==> config.mk <==
export PLATFORM = sky130hd
export DESIGN_NAME = expcic2_front
export DESIGN_NICKNAME = d
export VERILOG_FILES = /design/src/rtl/expcic2_pkg.sv /design/src/rtl/exp_scaler.sv /design/src/rtl/decim_ctrl.sv /design/src/rtl/cic2_lane.sv /design/src/rtl/expcic2_front.sv
export SDC_FILE = /design/constraint.sdc
export NUM_CORES = 1
export LEC_CHECK = 0
export BUFFER_PORTS_ARGS = -buffer_cell sky130_fd_sc_hd__buf_2
export CAP_MARGIN = 20
export CORE_MARGIN = 2
export CORE_UTILIZATION = 50
export CTS_CLUSTER_SIZE = 40
export DETAILED_ROUTE_END_ITERATION = 12
export GPL_ROUTABILITY_DRIVEN = 0
export PLACE_DENSITY = 0.67
export REMOVE_ABC_BUFFERS = 1
export SYNTH_ARGS = -nofsm -noshare
export SYNTH_HDL_FRONTEND = slang
export SYNTH_SLANG_ARGS = --single-unit
==> constraint.sdc <==
create_clock -name clk -period 8.33 [get_ports clk]
set_input_delay 0 -clock clk [delete_from_list [all_inputs] [get_ports clk]]
set_output_delay 0 -clock clk [all_outputs]
set_load 0.03 [all_outputs]
==> src/rtl/expcic2_pkg.sv <==
package expcic2_pkg;

   typedef enum logic {
      SEL_CTRL  = 1'b0,
      SEL_DECIM = 1'b1
   } cfg_sel_e;

   // control register layout: [7:5] offset, [4] direction, [3] spare, [2:0] pre-scale
   typedef struct packed {
      logic [2:0] off;
      logic       up;
      logic       spare;
      logic [2:0] pre;
   } ctrl_t;

   localparam int unsigned PRE_MAX = 6;
   localparam int unsigned SH_MAX  = 14;

endpackage

==> src/rtl/exp_scaler.sv <==
module exp_scaler
   import expcic2_pkg::*;
#(
   parameter int MANT_W   = 12,
   parameter int FP_W     = 16,
   parameter bit SATURATE = 1'b1
) (
   input  logic signed [MANT_W-1:0] mant,
   input  logic [2:0]               exp_i,
   input  ctrl_t                    ctrl,
   output logic signed [FP_W-1:0]   fx
);
   localparam int WIDE_W = FP_W + SH_MAX;

   logic [3:0]               sh;
   logic [2:0]               pre_eff;
   logic signed [WIDE_W-1:0] mant_w;
   logic signed [WIDE_W-1:0] up_w;
   logic signed [FP_W-1:0]   mant_f;
   logic signed [FP_W-1:0]   up_fx;
   logic signed [FP_W-1:0]   dn_fx;
   logic signed [FP_W-1:0]   sel_fx;

   assign sh      = {1'b0, exp_i} + {1'b0, ctrl.off};
   assign pre_eff = (ctrl.pre > 3'(PRE_MAX)) ? 3'(PRE_MAX) : ctrl.pre;
   assign mant_w  = WIDE_W'(mant);
   assign mant_f  = FP_W'(mant);
   assign up_w    = mant_w <<< sh;
   assign dn_fx   = mant_f >>> sh;

   generate
      if (SATURATE) begin : g_sat
         logic fits;
         assign fits = (up_w[WIDE_W-1:FP_W-1] == '0) || (up_w[WIDE_W-1:FP_W-1] == '1);
         always_comb begin
            if (fits)             up_fx = up_w[FP_W-1:0];
            else if (up_w[WIDE_W-1]) up_fx = {1'b1, {(FP_W-1){1'b0}}};
            else                  up_fx = {1'b0, {(FP_W-1){1'b1}}};
         end
      end else begin : g_wrap
         assign up_fx = up_w[FP_W-1:0];
      end
   endgenerate

   assign sel_fx = ctrl.up ? up_fx : dn_fx;
   assign fx     = sel_fx >>> pre_eff;

endmodule

==> src/rtl/decim_ctrl.sv <==
module decim_ctrl #(
   parameter int RATE_MAX = 16
) (
   input  logic       clk,
   input  logic       rst,
   input  logic       step,
   input  logic       restart,
   input  logic [7:0] rm1_reg,
   output logic       fire
);
   localparam int         CNT_W   = $clog2(RATE_MAX);
   localparam logic [7:0] RM1_LIM = 8'(RATE_MAX - 1);

   logic [CNT_W-1:0] cnt;
   logic [7:0]       rm1_clip;
   logic [CNT_W-1:0] rm1_eff;

   assign rm1_clip = (rm1_reg > RM1_LIM) ? RM1_LIM : rm1_reg;
   assign rm1_eff  = rm1_clip[CNT_W-1:0];
   assign fire     = step && !restart && (cnt == rm1_eff);

   always_ff @(posedge clk) begin
      if (rst)          cnt <= '0;
      else if (restart) cnt <= '0;
      else if (step)    cnt <= fire ? '0 : cnt + 1'b1;
   end

endmodule

==> src/rtl/cic2_lane.sv <==
module cic2_lane #(
   parameter int FP_W  = 16,
   parameter int ACC_W = 24
) (
   input  logic                    clk,
   input  logic                    rst,
   input  logic                    step,
   input  logic                    fire,
   input  logic signed [FP_W-1:0]  x,
   output logic signed [ACC_W-1:0] y
);
   logic signed [ACC_W-1:0] int1, int2, dly1, dly2;
   logic signed [ACC_W-1:0] x_ext, int1_n, int2_n, comb1, comb2;

   assign x_ext  = ACC_W'(x);
   assign int1_n = int1 + x_ext;
   assign int2_n = int2 + int1;
   assign comb1  = int2_n - dly1;
   assign comb2  = comb1 - dly2;

   always_ff @(posedge clk) begin
      if (rst) begin
         int1 <= '0;
         int2 <= '0;
         dly1 <= '0;
         dly2 <= '0;
         y    <= '0;
      end else begin
         if (step) begin
            int1 <= int1_n;
            int2 <= int2_n;
         end
         if (fire) begin
            dly1 <= int2_n;
            dly2 <= comb1;
            y    <= comb2;
         end
      end
   end

endmodule

==> src/rtl/expcic2_front.sv <==
module expcic2_front
   import expcic2_pkg::*;
#(
   parameter int MANT_W   = 12,
   parameter int FP_W     = 16,
   parameter int RATE_MAX = 16,
   parameter bit SATURATE = 1'b1,
   localparam int ACC_W   = FP_W + 2 * $clog2(RATE_MAX)
) (
   input  logic              clk,
   input  logic              rst,
   input  logic              in_valid,
   input  logic [MANT_W-1:0] in_i,
   input  logic [MANT_W-1:0] in_q,
   input  logic [2:0]        in_exp,
   input  logic              cfg_wr_en,
   input  logic              cfg_sel,
   input  logic [7:0]        cfg_wdata,
   output logic [7:0]        cfg_rdata,
   output logic              out_valid,
   output logic [ACC_W-1:0]  out_i,
   output logic [ACC_W-1:0]  out_q
);
   localparam int LANES = 2;

   if (FP_W <= MANT_W) begin : g_bad_fp
      $error("FP_W must exceed MANT_W");
   end
   if (RATE_MAX < 2 || RATE_MAX > 256) begin : g_bad_rate
      $error("RATE_MAX must lie in 2..256");
   end

   ctrl_t      ctrl_q;
   logic [7:0] decim_q;
   logic       ctrl_wr, decim_wr;
   logic       s1_val;
   logic       fire;

   logic signed [MANT_W-1:0] mant [LANES];
   logic signed [ACC_W-1:0]  y    [LANES];

   assign ctrl_wr   = cfg_wr_en && (cfg_sel_e'(cfg_sel) == SEL_CTRL);
   assign decim_wr  = cfg_wr_en && (cfg_sel_e'(cfg_sel) == SEL_DECIM);
   assign cfg_rdata = (cfg_sel_e'(cfg_sel) == SEL_DECIM) ? decim_q : ctrl_q;
   assign mant[0]   = in_i;
   assign mant[1]   = in_q;

   always_ff @(posedge clk) begin
      if (rst) begin
         ctrl_q    <= '0;
         decim_q   <= '0;
         s1_val    <= 1'b0;
         out_valid <= 1'b0;
      end else begin
         if (ctrl_wr)  ctrl_q  <= ctrl_t'(cfg_wdata);
         if (decim_wr) decim_q <= cfg_wdata;
         s1_val    <= in_valid;
         out_valid <= fire;
      end
   end

   decim_ctrl #(.RATE_MAX(RATE_MAX)) u_decim (
      .clk     (clk),
      .rst     (rst),
      .step    (s1_val),
      .restart (decim_wr),
      .rm1_reg (decim_q),
      .fire    (fire)
   );

   for (genvar ln = 0; ln < LANES; ln++) begin : g_lane
      logic signed [FP_W-1:0] fx;
      logic signed [FP_W-1:0] s1_x;

      exp_scaler #(.MANT_W(MANT_W), .FP_W(FP_W), .SATURATE(SATURATE)) u_scale (
         .mant  (mant[ln]),
         .exp_i (in_exp),
         .ctrl  (ctrl_q),
         .fx    (fx)
      );

      always_ff @(posedge clk) begin
         if (rst) s1_x <= '0;
         else     s1_x <= fx;
      end

      cic2_lane #(.FP_W(FP_W), .ACC_W(ACC_W)) u_cic (
         .clk  (clk),
         .rst  (rst),
         .step (s1_val),
         .fire (fire),
         .x    (s1_x),
         .y    (y[ln])
      );
   end

   assign out_i = y[0];
   assign out_q = y[1];

endmodule

==> flow_metrics.env, run 1 <==
export IMPL_powerDensity_nw_per_um2=241
export IMPL_netlist_instances=2892
export IMPL_finClkSkew_ps=15.2
export IMPL_synth_edf_count=0
export IMPL_synth_xor_area_share=0.0663
export IMPL_synth_area_leader_cell="dfxtp_1"
export IMPL_p_leak_nw=10.2
export IMPL_start_kind="register"
export IMPL_fmax_mhz=147
export IMPL_rr_worst_depth=29
export IMPL_synth_seq_area_share=0.265
export IMPL_hold_depth=5
export IMPL_grt_pass1_wl_mm=89.3
export IMPL_grt_pass1_vias=19600
export IMPL_finalNonFillerCells=3533
export IMPL_fin_ws_ps=1540
export IMPL_num_io_pins=97
export IMPL_mostFrequentLayoutCells="nand2_1, a21oi_1, nor2_1, dfxtp_1, ha_1"
export IMPL_fin_crit_sh=0.815
export IMPL_synth_compound_area_frac=0.224
export IMPL_numCtsBuffers=37
export IMPL_synthArstFlopShare=0
export IMPL_p_int_w=0.00365
export IMPL_cp_depth=29
export IMPL_ir_worst_vdd_mv=0.157
export IMPL_cap_violations=0
export IMPL_layout_min_cycle_time_ps=6790
export IMPL_tns_ps=0
export IMPL_sw_frac_of_total=0.381
export IMPL_clock_sinks=294
export IMPL_dr_pass1_iters=5
export IMPL_cp_arrival_ps=7280
export IMPL_drc_errors=0
export IMPL_synth_simple_area_share=0.191
export IMPL_cp_data_required_time_ps=8820
export IMPL_die_w_um=215
export IMPL_path_buf_inv=0
export IMPL_critical_path_class="register to register"
export IMPL_num_vias=20100
export IMPL_slew_headroom=0.288
export IMPL_path_max_fanout=6
export IMPL_htree_levels=2
export IMPL_synth_top_family_by_area="compound AO/OA/AOI/OAI gates"
export IMPL_nFillCells=4125
export IMPL_setup_viol_count_final=0
export IMPL_clock_latency_ps=550
export IMPL_finalHoldViolations=0
export IMPL_final_util=0.555
export IMPL_dp_final_hpwl_mm=37.1
export IMPL_crit_path_end_kind="register"
export IMPL_grt_max_degree=85
export IMPL_ctsLongestPathBuffers=3
export IMPL_area_growth_pct=10.1
export IMPL_clkPwrFrac=0.269
export IMPL_yosys_mux_area_fraction=0.0855
export IMPL_overflow=0
export IMPL_n_antenna_cell=0
export IMPL_die_y_um=215
export IMPL_worst_pin_slew_ps=1070
export IMPL_synth_area_um2=22200
export IMPL_synth_distinct_cells=84
export IMPL_cp_common_cell="a21oi_1"
export IMPL_synth_flop_cell="dfxtp_1"
export IMPL_place_ws_ps=1530
export IMPL_mostFrequentLayoutCell="nand2_1"
export IMPL_final_nets=3152
export IMPL_cpLargestDelayFamily="compound AO/OA/AOI/OAI gates"
export IMPL_yosysTopAreaCellShare=0.265
export IMPL_hold_ws_ps=70.1
export IMPL_synthTopCellsByArea="dfxtp_1, ha_1, a21oi_1"
export IMPL_cts_reportedPaths_clkPinSlew_ps=60
export IMPL_pwr_share_comb=0.467
export IMPL_cts_setup_buffers=0
export IMPL_report_final_slew_viol_count=0
export IMPL_hp_class="input pin to register"
export IMPL_p_seq_frac=0.264
export IMPL_p_switching_w=0.00225
export IMPL_synth_fa_ha_area_frac=0.114
export IMPL_rows=77
export IMPL_dieArea_um2=46100
export IMPL_grt_antenna_before_repair=0
export IMPL_syn_area_per_cell_um2=7.68
export IMPL_wl_per_cell_um=14.7
export IMPL_initial_core_util=0.504
export IMPL_status="complete, no violations"
export IMPL_max_stage_delay_ps=580
export IMPL_core_um2=44000
export IMPL_viasPerCell=5.70
export IMPL_final_layout_size_suffix_gt1_frac=0.0867
export IMPL_initialDrtViolationCount=1117
export IMPL_cts_tree="done"
export IMPL_ant_nets=0
export IMPL_seq_area_um2=5890
export IMPL_dp_cells=3447
export IMPL_multiInputGateArea_um2=15200
export IMPL_clock_root_buffer="clkbuf_16"
export IMPL_yosys_warnings=0
export IMPL_ys_seq_elements=294
export IMPL_slowest_stage="o41ai_1"
export IMPL_rsz0062_at_grt="false"
export IMPL_track_usage=0.224
export IMPL_wl_mm=52.0
export IMPL_port_buffers=96
-- sequential cells by signal, summed over array words and instances (netlist names), 8 cells and up --
| signal | cells |
|---|---|
| g_lane.u_cic.dly1 | 48 |
| g_lane.u_cic.int1 | 48 |
| g_lane.u_cic.int2 | 48 |
| ctrl_q | 8 |
| g_lane.s1_x | 32 |
| decim_q | 8 |
| g_lane.u_cic.dly2 | 48 |
| g_lane.u_cic.y | 48 |
-- path summary, 6_finish.rpt --
check	startpoint	to	slack, ps
max	g_lane[0].u_cic.int1[0]	g_lane[0].u_cic.y[23]	1540
min	in_i[0]	g_lane[0].s1_x[0]	70
max reg2reg	g_lane[0].u_cic.int1[0]	g_lane[0].u_cic.y[23]	1540
min reg2reg	g_lane[1].u_cic.y[6]	g_lane[1].u_cic.y[6]	450
-- worst reg2reg max path, delay by kind of cell (launching register included) --
| kind | cells | cell delay, ps |
|---|---|---|
| xor+xnor | 2 | 360 |
| compound gates | 15 | 3210 |
| fa+ha+maj | 4 | 1290 |
| flops | 1 | 320 |
| simple gates | 8 | 1540 |
-- Yosys cell counts, drive strengths merged, types with 6 or more instances --
| cell type | count |
|---|---|
| mux2i | 112 |
| buf | 30 |
| xnor2 | 123 |
| and3 | 23 |
| mux2 | 29 |
| or3 | 28 |
| or2 | 10 |
| a22oi | 6 |
| ha | 188 |
| nor2b | 33 |
| o21ai | 136 |
| nand2 | 380 |
| nand4 | 11 |
| a211o | 6 |
| o211ai | 8 |
| nor2 | 297 |
| nand2b | 44 |
| nand3 | 39 |
| a31oi | 38 |
| o31ai | 16 |
| clkbuf | 121 |
| o21bai | 20 |
| a21oi | 318 |
| nor3 | 51 |
| inv | 157 |
| a21o | 68 |
| o22ai | 21 |
| o21a | 33 |
| and2 | 11 |
| dfxtp | 294 |
| nand3b | 8 |
| a2111oi | 8 |
| a21boi | 8 |
| fa | 9 |
| mux4 | 20 |
| a211oi | 69 |
| xor2 | 45 |
-- power groups by stage --
stage / sequential, W / combinational [W] / clock (W)
after floorplan: 0.00163 / 0.00214 / 0
after CTS: 0.00156 / 0.00275 / 0.00164
final: 0.00155 / 0.00276 / 0.00159
after detailed placement: 0.00159 / 0.00273 / 0
after global placement: 0.00158 / 0.00266 / 0
after global routing: 0.00157 / 0.00310 / 0.00169
-- per-stage QoR --
step | instance area (um^2) | total power, W
floorplan | 21600 | 0.00376
global placement | 23000 | 0.00424
detailed placement | 23000 | 0.00431
CTS | 24400 | 0.00594
global route | 24400 | 0.00635
finish | 24400 | 0.00590
-- layout make-up --
cell class,count,share of cell area
clock buffers,59,0.0479
well taps,592,0.0303
flip-flops and latches,294,0.241
repair buffers,135,0.0342
clock inverters,6,0.00179
multi-input cells,2290,0.621
inverters,157,0.0241
-- logic make-up (layout without fill, tap and decap cells) --
| family | count (synthesis) | count (layout) |
|---|---|---|
| and+or+nand+nor | 958 | 958 |
| AOI/OAI and AO/OA | 806 | 806 |
| buffers and inverters | 308 | 357 |
| DFF | 294 | 294 |
| adders and majority gates | 197 | 197 |
| xor gates and xnor gates | 168 | 168 |
| muxes | 161 | 161 |
-- routing by layer --
metal | global-route usage | vias to the layer above | routed length [um]
met1 | 0.268 | 9385 | 23100
met3 | 0.0341 | 105 | 2180
met5 | 0 | - | 0
li1 | - | 10200 | -
met2 | 0.406 | 398 | 25200
met4 | 0.0801 | 0 | 1490
-- what timing repair did --
| action | 4_1_cts | 5_1_grt |
|---|---|---|
| resized for setup | 0 | 0 |
| hold buffers | 21 | 0 |
| endpoints found under the hold margin | 65 | 0 |
Note: power is estimated with default switching activity, not from simulation.
==> run 2, diff against run 1 <==
Settings changed: PLACE_DENSITY 0.67 to 0.69.
Clock period 8.33 ns to 5.9 ns, I/O delays scaled along.
==> run 2 against run 1 <==
The flow now finishes with violations (setup timing). Total power is 49% higher. Fmax is 15% higher. Clock skew is 2.8 ps lower. Register-to-register slack worse by 1600 ps. Non-clock buffer count is 90 higher. Global-route usage is 0.60 points higher. Combinational power is 58% higher. Core utilization is 2.1 points higher. Final cell count is 2.5% higher. Worst hold slack better by 38 ps. Largest cell class unchanged. Highest routed layer unchanged.
==> flow_metrics.env, run 2 (synthesis gave the netlist of run 1 again) <==
export IMPL_fin_crit_sh=1.00
export IMPL_num_io_pins=97
export IMPL_ctsLongestPathBuffers=3
export IMPL_track_usage=0.230
export IMPL_die_w_um=215
export IMPL_slew_headroom=0.285
export IMPL_dp_final_hpwl_mm=38.5
export IMPL_setup_viol_count_final=1
export IMPL_n_antenna_cell=0
export IMPL_wl_per_cell_um=14.9
export IMPL_cap_violations=0
export IMPL_wl_met3_mm=2.41
export IMPL_clock_sinks=294
export IMPL_dr_pass1_iters=5
export IMPL_dr_wl_met2_mm=27.1
export IMPL_dieArea_um2=46100
export IMPL_layout_min_cycle_time_ps=5920
export IMPL_p_leak_nw=10.7
export IMPL_max_stage_delay_ps=440
export IMPL_wirelength_met1_mm=23.5
export IMPL_routed_top_layer="met4"
export IMPL_drc_errors=0
export IMPL_final_nets=3240
export IMPL_mostFrequentLayoutCell="nand2_1"
export IMPL_hp_class="input pin to register"
export IMPL_clock_latency_ps=540
export IMPL_grt_pass1_wl_mm=91.6
export IMPL_core_um2=44000
export IMPL_path_max_fanout=4
export IMPL_r2r_slack_ps=-20
export IMPL_crit_path_end_kind="register"
export IMPL_hold_ws_ps=108
export IMPL_powerDensity_nw_per_um2=346
export IMPL_postPlaceCellArea_um2=23600
export IMPL_clock_root_buffer="clkbuf_16"
export IMPL_viasPerCell=5.68
export IMPL_fmax_mhz=169
export IMPL_grt_pass1_vias=20000
export IMPL_critical_path_class="register to register"
export IMPL_num_vias=20600
export IMPL_tns_ps=-17.9
export IMPL_cts_tree="done"
export IMPL_finalNonFillerCells=3620
export IMPL_area_growth_pct=14.3
export IMPL_cts_reportedPaths_clkPinSlew_ps=60
export IMPL_rows=77
export IMPL_mostFrequentLayoutCells="nand2_1, a21oi_1, nor2_1, dfxtp_1, ha_1"
export IMPL_htree_levels=2
export IMPL_ir_worst_vdd_mv=0.230
export IMPL_port_buffers=96
export IMPL_final_util=0.576
export IMPL_report_final_slew_viol_count=0
export IMPL_worst_pin_slew_ps=1070
export IMPL_fin_ws_ps=-17.9
export IMPL_rsz0062_at_grt="true"
export IMPL_dp_cells=3520
export IMPL_cp_data_required_time_ps=6380
export IMPL_start_kind="register"
export IMPL_finalHoldViolations=0
export IMPL_numCtsBuffers=35
export IMPL_grt_antenna_before_repair=0
export IMPL_slowest_stage="o41ai_2"
export IMPL_failed_checks="setup timing"
export IMPL_cp_common_cell="a21oi_2"
export IMPL_overflow=0
export IMPL_fin_area_um2=25400
export IMPL_cp_arrival_ps=6400
export IMPL_ant_nets=0
export IMPL_grt_max_degree=103
export IMPL_die_y_um=215
export IMPL_status="complete, but fails checks"
export IMPL_final_layout_size_suffix_gt1_frac=0.133
export IMPL_initialDrtViolationCount=1225
export IMPL_finClkSkew_ps=12.4
export IMPL_wl_mm=54.1
export IMPL_initial_core_util=0.504
==> run 2: worst paths after layout <==
kind	startpoint	to	cells after the start
max	g_lane[0].u_cic.int2[0]	g_lane[0].u_cic.y[23]	28
min	cfg_sel	ctrl_q[6]	4
max reg2reg	g_lane[0].u_cic.int2[0]	g_lane[0].u_cic.y[23]	28
min reg2reg	g_lane[1].u_cic.y[12]	g_lane[1].u_cic.y[12]	2
==> run 2: power breakdown <==
| group | switching, W | internal, W |
|---|---|---|
| Clock | 0.000869 | 0.00136 |
| Combinational | 0.00238 | 0.00198 |
| Sequential | 0.0000828 | 0.00212 |
| Total | 0.00333 | 0.00546 |
==> run 2: repair_timing <==
item / in CTS / in global routing
resized for setup: 17 / 54
endpoints found under the setup margin: 4 / 11
buffers inserted: 6 / 9
pin swaps: 17 / 38
endpoints found under the hold margin: 75 / 0
hold buffers: 21 / 0
==> run 2: routing by layer <==
metal,up-vias,track usage
met2,462,0.429
met4,0,0.0699
met3,81,0.0299
met1,9620,0.273
met5,-,0
li1,10400,-
==> run 2: layout make-up <==
type | count | area (um^2)
inverter | 157 | 589
tap | 592 | 741
clock inverter | 12 | 141
fill | 4038 | 18600
clock buffer | 50 | 1040
sequential | 294 | 5900
multi-input combinational | 2290 | 15400
timing repair buffer | 225 | 1530
==> run 2: critical path: cells and delay by family, from the launching register on <==
kind	cells	cell delay, ps
xor+xnor	2	250
flops	1	330
fa+ha+maj	4	1080
buf+inv	1	160
simple gates	7	1220
compound gates	14	2840
==> run 2: metrics by stage <==
step / total power [W] / setup slack (ps)
floorplan: 0.00531 / -3150
global placement: 0.00619 / -306
detailed placement: 0.00630 / -440
CTS: 0.00862 / 0.308
global route: 0.00940 / -310
finish: 0.00879 / -17.9
==> run 3, diff against run 2 <==
Settings changed: CAP_MARGIN 20 to not set, PLACE_DENSITY 0.69 to 0.67.
Clock period 5.9 ns to 6.75 ns, I/O delays scaled along.
==> run 3 against run 2 <==
The run now ends clean. Highest routed layer unchanged. Largest cell class unchanged. Cell area down 4.2%. Largest power group unchanged. Critical path type unchanged. Fmax down 8.5%. Register-to-register slack better by 300 ps.
==> flow_metrics.env, run 3 (synthesis gave the netlist of run 1 again) <==
export IMPL_clock_sinks=294
export IMPL_initial_core_util=0.504
export IMPL_wl_mm=52.4
export IMPL_num_io_pins=97
export IMPL_viasPerCell=5.69
export IMPL_fmax_mhz=155
export IMPL_clock_root_buffer="clkbuf_16"
export IMPL_p_int_w=0.00436
export IMPL_sw_frac_of_total=0.387
export IMPL_path_max_fanout=6
export IMPL_area_growth_pct=9.47
export IMPL_grt_pass1_wl_mm=88.9
export IMPL_drc_errors=0
export IMPL_pwr_share_comb=0.485
export IMPL_p_leak_nw=10.1
export IMPL_n_antenna_cell=0
export IMPL_ant_nets=0
export IMPL_track_usage=0.223
export IMPL_finalHoldViolations=0
export IMPL_overflow=0
export IMPL_numCtsBuffers=35
export IMPL_final_util=0.552
export IMPL_cp_data_required_time_ps=7240
export IMPL_die_y_um=215
export IMPL_hp_class="input pin to register"
export IMPL_p_seq_frac=0.271
export IMPL_fin_crit_sh=0.958
export IMPL_clkPwrFrac=0.244
export IMPL_core_um2=44000
export IMPL_rsz0062_at_grt="true"
export IMPL_setup_viol_count_final=0
export IMPL_r2r_slack_ps=280
export IMPL_fin_area_um2=24300
export IMPL_num_vias=20000
export IMPL_initialDrtViolationCount=1276
export IMPL_htree_levels=2
export IMPL_grt_antenna_before_repair=0
export IMPL_final_nets=3149
export IMPL_tns_ps=0
export IMPL_slowest_stage="fa_1"
export IMPL_ctsLongestPathBuffers=3
export IMPL_p_switching_w=0.00275
export IMPL_report_final_slew_viol_count=0
export IMPL_slew_headroom=0.276
export IMPL_grt_max_degree=165
export IMPL_mostFrequentLayoutCell="nand2_1"
export IMPL_wl_per_cell_um=14.9
export IMPL_finClkSkew_ps=18.3
export IMPL_ir_worst_vdd_mv=0.194
export IMPL_cts_reportedPaths_clkPinSlew_ps=60
export IMPL_dp_cells=3447
export IMPL_start_kind="register"
export IMPL_worst_pin_slew_ps=1080
export IMPL_dr_pass1_iters=5
export IMPL_mostFrequentLayoutCells="nand2_1, a21oi_1, nor2_1, dfxtp_1, ha_1"
export IMPL_cts_tree="done"
export IMPL_grt_pass1_vias=19400
export IMPL_cp_arrival_ps=6950
export IMPL_dp_final_hpwl_mm=36.4
export IMPL_die_w_um=215
export IMPL_dieArea_um2=46100
export IMPL_status="complete, no violations"
export IMPL_cap_violations=0
export IMPL_final_layout_size_suffix_gt1_frac=0.0857
export IMPL_powerDensity_nw_per_um2=292
export IMPL_port_buffers=96
export IMPL_rows=77
export IMPL_postPlaceCellArea_um2=23000
export IMPL_max_stage_delay_ps=400
export IMPL_clock_latency_ps=540
export IMPL_finalNonFillerCells=3521
export IMPL_critical_path_class="register to register"
export IMPL_crit_path_end_kind="register"
export IMPL_layout_min_cycle_time_ps=6470
## run 3: cell types whose count changed in the layout (fill, tap and decap cells not counted), sizes merged
cell         before  now
dlygate4sd3      21   18
bufinv            3    0
clkbuf           50   52
clkinv            7    0
buf             204  116
## run 3: area by class of cell
class	instances	area, um^2
clock buffer	52	1000
clock inverter	2	16.3
fill	4139	19700
inverter	157	589
multi-input combinational	2290	15200
sequential	294	5890
tap	592	741
timing repair buffer	134	846
## run 3: power by group through the flow
stage          sequential, W  clock (W)  combinational, W
2_1_floorplan        0.00201          0           0.00264
3_3_place_gp         0.00196          0           0.00330
3_5_place_dp         0.00196          0           0.00338
4_1_cts              0.00193    0.00179           0.00341
5_1_grt              0.00194    0.00185           0.00385
6_report             0.00192    0.00174           0.00345
## run 3: path summary, 6_finish.rpt
path,cells past startpoint,to,startpoint
max,30,g_lane[0].u_cic.y[23],g_lane[0].u_cic.int2[0]
max reg2reg,30,g_lane[0].u_cic.y[23],g_lane[0].u_cic.int2[0]
min,5,g_lane[0].s1_x[0],in_i[0]
min reg2reg,2,g_lane[1].u_cic.y[13],g_lane[1].u_cic.y[13]
## run 3: layer usage
| metal | routed length (um) | GRT usage |
|---|---|---|
| met5 | 0 | 0 |
| met4 | 1300 | 0.0711 |
| met3 | 2040 | 0.0234 |
| met2 | 25900 | 0.411 |
| met1 | 23200 | 0.272 |
## run 3: critical path: cells and delay by family, from the launching register on
family                   cells  cell delay [ps]
AO/OA/AOI/OAI               15             2790
XOR/XNOR                     2              360
adder cells (fa/ha/maj)      4             1270
buffers and inverters        1              180
flip-flops                   1              320
AND/OR/NAND/NOR              8             1480
## run 3: through the flow
step | total power, W | hold slack (ps) | setup WS [ps]
5_1_grt | 0.00764 | 171 | -107
3_3_place_gp | 0.00526 | 254 | 320
6_report | 0.00711 | 129 | 284
3_5_place_dp | 0.00534 | 260 | 206
4_1_cts | 0.00712 | 99.1 | 197
2_1_floorplan | 0.00464 | 66.2 | -2300
## run 3: repair_timing
action	in CTS	in global routing
gates resized for setup	0	10
hold buffers	18	0
endpoints found under the hold margin	33	0
setup endpoints to repair	0	2
buffers inserted	0	2
